File: config.mk
export PLATFORM = sky130hd
export DESIGN_NAME = state_readout_window
export DESIGN_NICKNAME = d
export VERILOG_FILES = /design/src/rtl/srw_pkg.sv /design/src/rtl/srw_select.sv /design/src/rtl/srw_sequencer.sv /design/src/rtl/srw_word_mux.sv /design/src/rtl/state_readout_window.sv
export SDC_FILE = /design/constraint.sdc
export NUM_CORES = 1
export LEC_CHECK = 0
export BUFFER_PORTS_ARGS = -buffer_cell sky130_fd_sc_hd__buf_2
export CAP_MARGIN = 5
export CORE_AREA = 2 2 672 674
export DETAILED_ROUTE_END_ITERATION = 6
export DIE_AREA = 0 0 674 676
export PLACE_DENSITY = 0.3
export RECOVER_POWER = 25
export SETUP_SLACK_MARGIN = 0.15
export SLEW_MARGIN = 20
export SYNTH_ARGS = -nofsm -noshare
export SYNTH_HDL_FRONTEND = slang
export SYNTH_SLANG_ARGS = --single-unit
File: constraint.sdc
create_clock -name clk_i -period 2.4 [get_ports clk_i]
set_clock_uncertainty 0.05 [all_clocks]
set_input_delay 0.36 -clock clk_i [delete_from_list [all_inputs] [get_ports clk_i]]
set_output_delay 0.36 -clock clk_i [all_outputs]
set_load 0.02 [all_outputs]
File: src/rtl/srw_pkg.sv
package srw_pkg;
  localparam logic [3:0] RDEN_TRUE = 4'h6;
  localparam logic [7:0] FUSE_TRUE = 8'h96;
endpackage

File: src/rtl/srw_select.sv
module srw_select #(
  parameter int SEL_W = 4,
  parameter int NCTX  = 4,
  parameter int IDX_W = 2
) (
  input  logic             clk_i,
  input  logic             rst_ni,
  input  logic             sel_we_i,
  input  logic [SEL_W-1:0] sel_idx_i,
  output logic [IDX_W-1:0] ctx_q,
  output logic             sel_ok_q
);
  logic in_range;
  assign in_range = (sel_idx_i < SEL_W'(NCTX));

  // Out-of-range indices are clamped to context 0 and flagged invalid.
  always_ff @(posedge clk_i or negedge rst_ni) begin
    if (!rst_ni) begin
      ctx_q    <= '0;
      sel_ok_q <= 1'b1;
    end else if (sel_we_i) begin
      ctx_q    <= in_range ? IDX_W'(sel_idx_i) : '0;
      sel_ok_q <= in_range;
    end
  end
endmodule

File: src/rtl/srw_sequencer.sv
module srw_sequencer #(
  parameter int PTR_W  = 4,
  parameter int NWORDS = 14
) (
  input  logic             clk_i,
  input  logic             rst_ni,
  input  logic             restart_i,
  input  logic             accept_i,
  output logic [PTR_W-1:0] ptr_q
);
  localparam logic [PTR_W-1:0] LAST = PTR_W'(NWORDS - 1);

  always_ff @(posedge clk_i or negedge rst_ni) begin
    if (!rst_ni) begin
      ptr_q <= '0;
    end else if (restart_i) begin
      ptr_q <= '0;
    end else if (accept_i) begin
      ptr_q <= (ptr_q == LAST) ? '0 : ptr_q + PTR_W'(1);
    end
  end
endmodule

File: src/rtl/srw_word_mux.sv
module srw_word_mux #(
  parameter int WORD_W = 32,
  parameter int CTR_W  = 32,
  parameter int V_W    = 128,
  parameter int KEY_W  = 256,
  parameter int NCTX   = 4,
  parameter int IDX_W  = 2,
  parameter int PTR_W  = 4
) (
  input  logic [IDX_W-1:0]      ctx_i,
  input  logic [PTR_W-1:0]      ptr_i,
  input  logic [NCTX*CTR_W-1:0] ctr_i,
  input  logic [NCTX*V_W-1:0]   v_i,
  input  logic [NCTX*KEY_W-1:0] key_i,
  input  logic [NCTX-1:0]       compliance_i,
  input  logic [NCTX-1:0]       inst_i,
  output logic [WORD_W-1:0]     word_o
);
  localparam int CW     = CTR_W / WORD_W;
  localparam int VW     = V_W / WORD_W;
  localparam int KW     = KEY_W / WORD_W;
  localparam int NWORDS = CW + VW + KW + 1;

  logic [CTR_W-1:0]  ctr_sel;
  logic [V_W-1:0]    v_sel;
  logic [KEY_W-1:0]  key_sel;
  logic [WORD_W-1:0] words [NWORDS];

  assign ctr_sel = ctr_i[ctx_i*CTR_W +: CTR_W];
  assign v_sel   = v_i[ctx_i*V_W +: V_W];
  assign key_sel = key_i[ctx_i*KEY_W +: KEY_W];

  // Word order: counter, V, key, status; each field low word first.
  for (genvar gc = 0; gc < CW; gc++) begin : g_ctr
    assign words[gc] = ctr_sel[gc*WORD_W +: WORD_W];
  end
  for (genvar gv = 0; gv < VW; gv++) begin : g_v
    assign words[CW+gv] = v_sel[gv*WORD_W +: WORD_W];
  end
  for (genvar gk = 0; gk < KW; gk++) begin : g_key
    assign words[CW+VW+gk] = key_sel[gk*WORD_W +: WORD_W];
  end
  assign words[NWORDS-1] = {{(WORD_W-2){1'b0}}, compliance_i[ctx_i], inst_i[ctx_i]};

  assign word_o = words[ptr_i];
endmodule

File: src/rtl/state_readout_window.sv
module state_readout_window #(
  parameter int HW_CTX = 3,
  parameter int WORD_W = 32,
  parameter int CTR_W  = 32,
  parameter int V_W    = 128,
  parameter int KEY_W  = 256,
  parameter int SEL_W  = 4
) (
  input  logic                         clk_i,
  input  logic                         rst_ni,
  input  logic                         sel_we_i,
  input  logic [SEL_W-1:0]             sel_idx_i,
  input  logic                         rd_valid_i,
  output logic                         rd_ready_o,
  output logic [WORD_W-1:0]            rd_data_o,
  input  logic [3:0]                   rden_mubi_i,
  input  logic [7:0]                   fuse_mubi_i,
  input  logic [(HW_CTX+1)*CTR_W-1:0]  ctr_i,
  input  logic [(HW_CTX+1)*V_W-1:0]    v_i,
  input  logic [(HW_CTX+1)*KEY_W-1:0]  key_i,
  input  logic [HW_CTX:0]              compliance_i,
  input  logic [HW_CTX:0]              inst_i
);
  import srw_pkg::*;

  localparam int NCTX   = HW_CTX + 1;
  localparam int IDX_W  = (NCTX > 1) ? $clog2(NCTX) : 1;
  localparam int NWORDS = (CTR_W + V_W + KEY_W) / WORD_W + 1;
  localparam int PTR_W  = $clog2(NWORDS);

  logic [IDX_W-1:0]  ctx_q;
  logic              sel_ok_q;
  logic [PTR_W-1:0]  ptr_q;
  logic [WORD_W-1:0] raw_word;
  logic              unlocked;
  logic              accept;

  assign rd_ready_o = !sel_we_i;
  assign accept     = rd_valid_i && rd_ready_o;

  srw_select #(.SEL_W(SEL_W), .NCTX(NCTX), .IDX_W(IDX_W)) u_select (
    .clk_i    (clk_i),
    .rst_ni   (rst_ni),
    .sel_we_i (sel_we_i),
    .sel_idx_i(sel_idx_i),
    .ctx_q    (ctx_q),
    .sel_ok_q (sel_ok_q)
  );

  srw_sequencer #(.PTR_W(PTR_W), .NWORDS(NWORDS)) u_seq (
    .clk_i    (clk_i),
    .rst_ni   (rst_ni),
    .restart_i(sel_we_i),
    .accept_i (accept),
    .ptr_q    (ptr_q)
  );

  srw_word_mux #(
    .WORD_W(WORD_W), .CTR_W(CTR_W), .V_W(V_W), .KEY_W(KEY_W),
    .NCTX(NCTX), .IDX_W(IDX_W), .PTR_W(PTR_W)
  ) u_mux (
    .ctx_i       (ctx_q),
    .ptr_i       (ptr_q),
    .ctr_i       (ctr_i),
    .v_i         (v_i),
    .key_i       (key_i),
    .compliance_i(compliance_i),
    .inst_i      (inst_i),
    .word_o      (raw_word)
  );

  // Both redundant enables must hold their exact true code.
  assign unlocked  = (rden_mubi_i == RDEN_TRUE) && (fuse_mubi_i == FUSE_TRUE) && sel_ok_q;
  assign rd_data_o = unlocked ? raw_word : '0;
endmodule

[After elaboration in Yosys (flattened, before gate mapping)]
Index checks and enable logic that the tools add are counted.
Operators by class
  $add $sub $neg: 1
  order comparisons: 3
  equality and inequality tests: 3
  shifts and indexed selects: 3
  multiplexer cells: 12
  bitwise logic cells: 1
  reductions and logical operators: 5
Operators with widths (count)
  $shiftx A1024 B11 Y256: 1
  $shiftx A512 B10 Y128: 1
  $bmux W32 S4: 1
  $shiftx A128 B8 Y32: 1
  $mux W32: 3
  $mux W4: 3
  $eq A8 B8 Y1 const B: 1
  $ge A5 B5 Y1 const B: 1
  $not A4 Y5: 1
  $add A4 B1 Y4 const B: 1
  $bmux W1 S2: 2
  $eq A4 B3 Y1 const B: 1
  $eq A4 B4 Y1 const B: 1
  $lt A4 B3 Y1 const B: 1
  $logic_and A1 B1 Y1: 3
  $lt A2 B3 Y1 const B: 1
  $mux W1: 2
  $mux W2: 1
  $reduce_bool A2 Y1: 1
  $logic_not A1 Y1: 1
Word-level totals
  register bits after elaboration: 7
  input bits: 1692
  output and inout bits: 33
  word-level logic and storage cells: 31

[Logic depth before layout (Yosys ltp)]
  depth in word-level cells: 6
  gate-level depth with buffers: 10
  depth with buffers taken out: 7

[By module]
From an unflattened synthesis, not the netlist that was laid out.
Second synthesis, totals
  cell total of the unflattened synthesis: 1239
  area total of the unflattened synthesis: 14870.5 µm²
Modules (own cells, without submodules)
  srw_word_mux: instances 1, cells each 1117, area each 13689.4 µm², seq. area each 0.0 µm²
  state_readout_window: instances 1, cells each 89, area each 832.0 µm², seq. area each 0.0 µm²
  srw_sequencer: instances 1, cells each 24, area each 224.0 µm², seq. area each 100.1 µm²
  srw_select: instances 1, cells each 9, area each 125.1 µm², seq. area each 76.3 µm²

[Worst setup path after synthesis]
OpenSTA, ideal clock, no wires.
  kind: flip-flop to output port
  start: register u_seq.ptr_q[1]
  end: output port rd_data_o[28]
  arrival time: 2.200 ns
  data required time: 1.990 ns
  path slack: -0.210 ns
  cell stages (with the launch flop): 9
  path buffers: 3
  path through: dfrtp_1 > buf_2 > buf_2 > nor2_1 > clkbuf_1 > a22oi_1 > nand3_1 > a21oi_1 > nor3b_1
Between the ends
  longest elaborated chain between the ends: 5
Ends and longest elaborated chain
  from (decl): RTL line srw_sequencer.sv:9  | output logic [PTR_W-1:0] ptr_q
  from (signal assigned): RTL line srw_sequencer.sv:19  | ptr_q <= (ptr_q == LAST) ? '0 : ptr_q + PTR_W'(1);
  $not A4 Y5 (implied by the code): RTL line srw_word_mux.sv:45  | assign word_o = words[ptr_i];
  $bmux W32 S4: RTL line srw_word_mux.sv:45
  $mux W32 (implied by the code) (2 in a row): RTL line srw_word_mux.sv:45
  $mux W32: RTL line state_readout_window.sv:74  | assign rd_data_o = unlocked ? raw_word : '0;
  to (decl): RTL line state_readout_window.sv:15  | output logic [WORD_W-1:0] rd_data_o,
No other way between the ends. The select of a mux whose other input is x is not followed.

[Final worst setup path]
  start: register u_select.ctx_q[0]
  end: output port rd_data_o[16]
Between the ends
  longest elaborated chain between the ends: 5
  elaborated cells on any way between the ends: 7
  classes of those cells: 3 x shift; 4 x mux
Ends and longest elaborated chain
  from (decl): RTL line srw_select.sv:10  | output logic [IDX_W-1:0] ctx_q,
  from (signal assigned): RTL line srw_select.sv:22  | ctx_q <= in_range ? IDX_W'(sel_idx_i) : '0;
  $shiftx A1024 B11 Y256, or another cell as far along: RTL line srw_word_mux.sv:31  | assign key_sel = key_i[ctx_i*KEY_W +: KEY_W];
  $bmux W32 S4 (*): RTL line srw_word_mux.sv:45
  $mux W32 (implied by the code) (*) (2 in a row): RTL line srw_word_mux.sv:45
  $mux W32 (*): RTL line state_readout_window.sv:74
Mark *: on every way between the ends. The rest lies on a longest branch, timed or not. The select of a mux whose other input is x is not followed.

==> impl_metrics.tcl <==
set metrics [dict create \
    syn_avg_cell_area_um2 13.5 \
    io_pins 1725 \
    routed_wl_mm 388 \
    final_common_cell "buf_2" \
    die_area_mm2 0.456 \
    rsz0062_at_grt "yes" \
    die_x_um 674 \
    worst_ep_arrival_time_ns 3.22 \
    fin_crit_sh_pct 151 \
    insertion_delay_ns 0.23 \
    place_inst 8856 \
    p_per_area_mw_per_mm2 199 \
    wl_per_cell_um 41.9 \
    power.leakage_nw 13.0 \
    netlist_area_mm2 0.0138 \
    cts_sinks 7 \
    route.detailed.drc 0 \
    violations "antenna violations, negative setup slack" \
    cp-end-kind "primary output" \
    critical_path_buf_inv_count 6 \
    grt_overflow_total 0 \
    crit_path_frequent_cell "buf_12" \
    yosys_warnings 0 \
    ir_drop_v 0.000168 \
    antenna_found_initial 760 \
    status "finished, violations left" \
    finalCriticalPeriod_ns 3.63 \
    vias_per_cell 2.81 \
    num_rows 246 \
    grtUsageTotal_pct 16.2 \
    cts-root-buf "clkbuf_16" \
    setup_viol 32 \
    grt_pass1_vias 23706 \
    relSlewSlack_pct 40.8 \
    firstDrtPassIters 7 \
    worst_setup_path_start_kind "register" \
    hp-class "input pin to register" \
    layout_common_cells "buf_2, mux4_2, buf_4" \
    dr.first_iter.drc_count 2168 \
    crit_chain "buf_12 -> buf_12 -> buf_16 -> buf_12 -> mux4_2 -> mux2i_1 -> a22oi_2 -> a21oi_2 -> buf_4 -> nor3b_4 -> buf_6" \
    finalSetupTns_ns -31.45 \
    grt_max_degree 46 \
    initial_core_util_pct 3.09 \
    tightest_slew_ns 0.884 \
    htreeDepth 1 \
    worst-path-max-fanout 7 \
    nets 4707 \
    cts_tree "built" \
    clk_path_buf_depth 2 \
    slowest_delay_ns 0.54 \
    antenna_left 1 \
    slowest_stage "a22oi_2" \
    grt_pass1_wl_mm 433 \
    syn_nets 2721 \
    post_route_cells_drive_above_1_share_pct 91.0 \
    place_hpwl_mm 367 \
    gp_congestion 1.03 \
    cap_violations 0 \
    worst_slack_ns -1.23 \
    port_buffers 1724 \
    ys_seq_area_share_pct 1.28 \
    die_h_um 676 \
    ys_types 43 \
    drv_slew 0 \
    hold_violations 0 \
    critical_path_class "register to primary output" \
    fmax_mhz 275 \
    synthToLayoutAreaGrowth_pct 161 \
    critical-path-top-delay-family "buffers and inverters" \
    ys_ff_latch 7 \
    vias 25966 \
    core_area_mm2 0.448 \
    cts_made_buffers 3 \
    stdcell_count 9249 \
    synth_cells 1027 \
    cp_data_required_time_ns 1.99 \
    clk_pin_slew_ns 0.03 \
]
==> area by class of cell <==
class | count | area (um2)
repair buffers | 2134 | 13600
multi-input cells | 862 | 14000
diodes | 285 | 713
fillers | 52419 | 412000
flip-flops and latches | 7 | 195
inverters | 5 | 18.8
well taps | 5952 | 7450
clock buffers | 4 | 78.8
==> stage by stage <==
stage / setup slack [ns] / area (um2) / power (mW) / hold WS, ns / util (%)
global placement: -1.48 / 32500 / 6.25 / 0.155 / 7.27
CTS: -1.11 / 34300 / 7.05 / 0.380 / 7.66
detailed placement: -1.52 / 32500 / 6.29 / 0.155 / 7.27
global route: -1.12 / 35800 / 7.55 / 0.394 / 7.99
finish: -1.23 / 36100 / 7.17 / 0.371 / 8.06
floorplan: 0.0312 / 14200 / 2.43 / 0.0144 / -
==> logic make-up after synthesis <==
kind of cell	Yosys count	share of synthesized area (%)
AO/OA/AOI/OAI	202	10.6
adder cells (fa/ha/maj)	2	0.181
buffers and inverters	158	5.90
flip-flops	7	1.28
multiplexers	542	77.3
AND/OR/NAND/NOR	116	4.77
==> synthesized netlist by cell type (all sizes together) <==
cell type / count / share of area [%]
mux2: 6 / 0.49
a22oi: 83 / 4.5
nor3: 6 / 0.22
nor4bb: 2 / 0.14
o221a: 5 / 0.41
a31oi: 5 / 0.23
o31ai: 3 / 0.16
o221ai: 22 / 1.4
o41ai: 2 / 0.13
o32ai: 1 / 0.063
clkbuf: 64 / 1.7
o22ai: 2 / 0.090
nand2: 11 / 0.30
a21oi: 35 / 1.3
mux2i: 116 / 8.4
or2: 1 / 0.045
and3b: 1 / 0.063
nand4: 1 / 0.045
nor4: 1 / 0.045
nand2b: 7 / 0.32
a21boi: 27 / 1.5
buf: 89 / 4.0
nor2: 14 / 0.38
mux4: 420 / 68
dfrtp: 6 / 1.1
nand4b: 1 / 0.063
nor2b: 13 / 0.59
a221oi: 2 / 0.13
nand3: 32 / 1.2
inv: 5 / 0.14
a2111oi: 4 / 0.25
o21ai: 6 / 0.22
ha: 2 / 0.18
nand3b: 1 / 0.054
a211oi: 3 / 0.16
nor3b: 22 / 1.2
o211ai: 2 / 0.11
and4: 1 / 0.063
dfstp: 1 / 0.19
and2: 2 / 0.090
==> registers in the layout, indices dropped and copies added (netlist names) <==
| register | flops |
|---|---|
| u_select.ctx_q | 2 |
| u_select.sel_ok_q | 1 |
| u_seq.ptr_q | 4 |
==> path summary, 6_finish.rpt <==
check                             startpoint           endpoint  slack, ns  depth (start not counted)
min                             sel_idx_i[0]  u_select.ctx_q[0]       0.37                          3
max in group asynchronous             rst_ni  u_select.sel_ok_q       1.32                          2
min reg2reg                u_select.sel_ok_q  u_select.sel_ok_q       0.65                          1
max                        u_select.ctx_q[0]      rd_data_o[16]      -1.23                         11
min in group asynchronous             rst_ni     u_seq.ptr_q[0]       0.67                          2
max reg2reg                u_select.ctx_q[0]  u_select.ctx_q[0]       0.44                          9
==> power breakdown <==
group	total [mW]	switching (mW)	internal, mW
clock network	0.278	0.0579	0.220
registers	0.140	0.0123	0.128
logic	6.75	3.29	3.46
total	7.17	3.36	3.81
==> repair_timing <==
item,CTS,global route
buffers inserted,33,57
pin swaps,53,54
endpoints found under the hold margin,6,0
cloned,7,6
gates resized for setup,256,97
hold buffers,1,0
setup endpoints to repair,32,32
==> metal layers <==
metal	global-route usage, %	vias up	part of all wire, %
met5	0	-	0.65
met4	3.94	374	3.3
met3	9.15	1338	13
met2	29.2	2744	50
met1	15.9	12378	33
li1	-	9132	-
==> tightest hold or removal path, stage by stage <==
cell and delay, ns:
buf_2 0.09, nand3_1 0.08, o21ai_0 0.08
(Power assumes the default switching activity.)
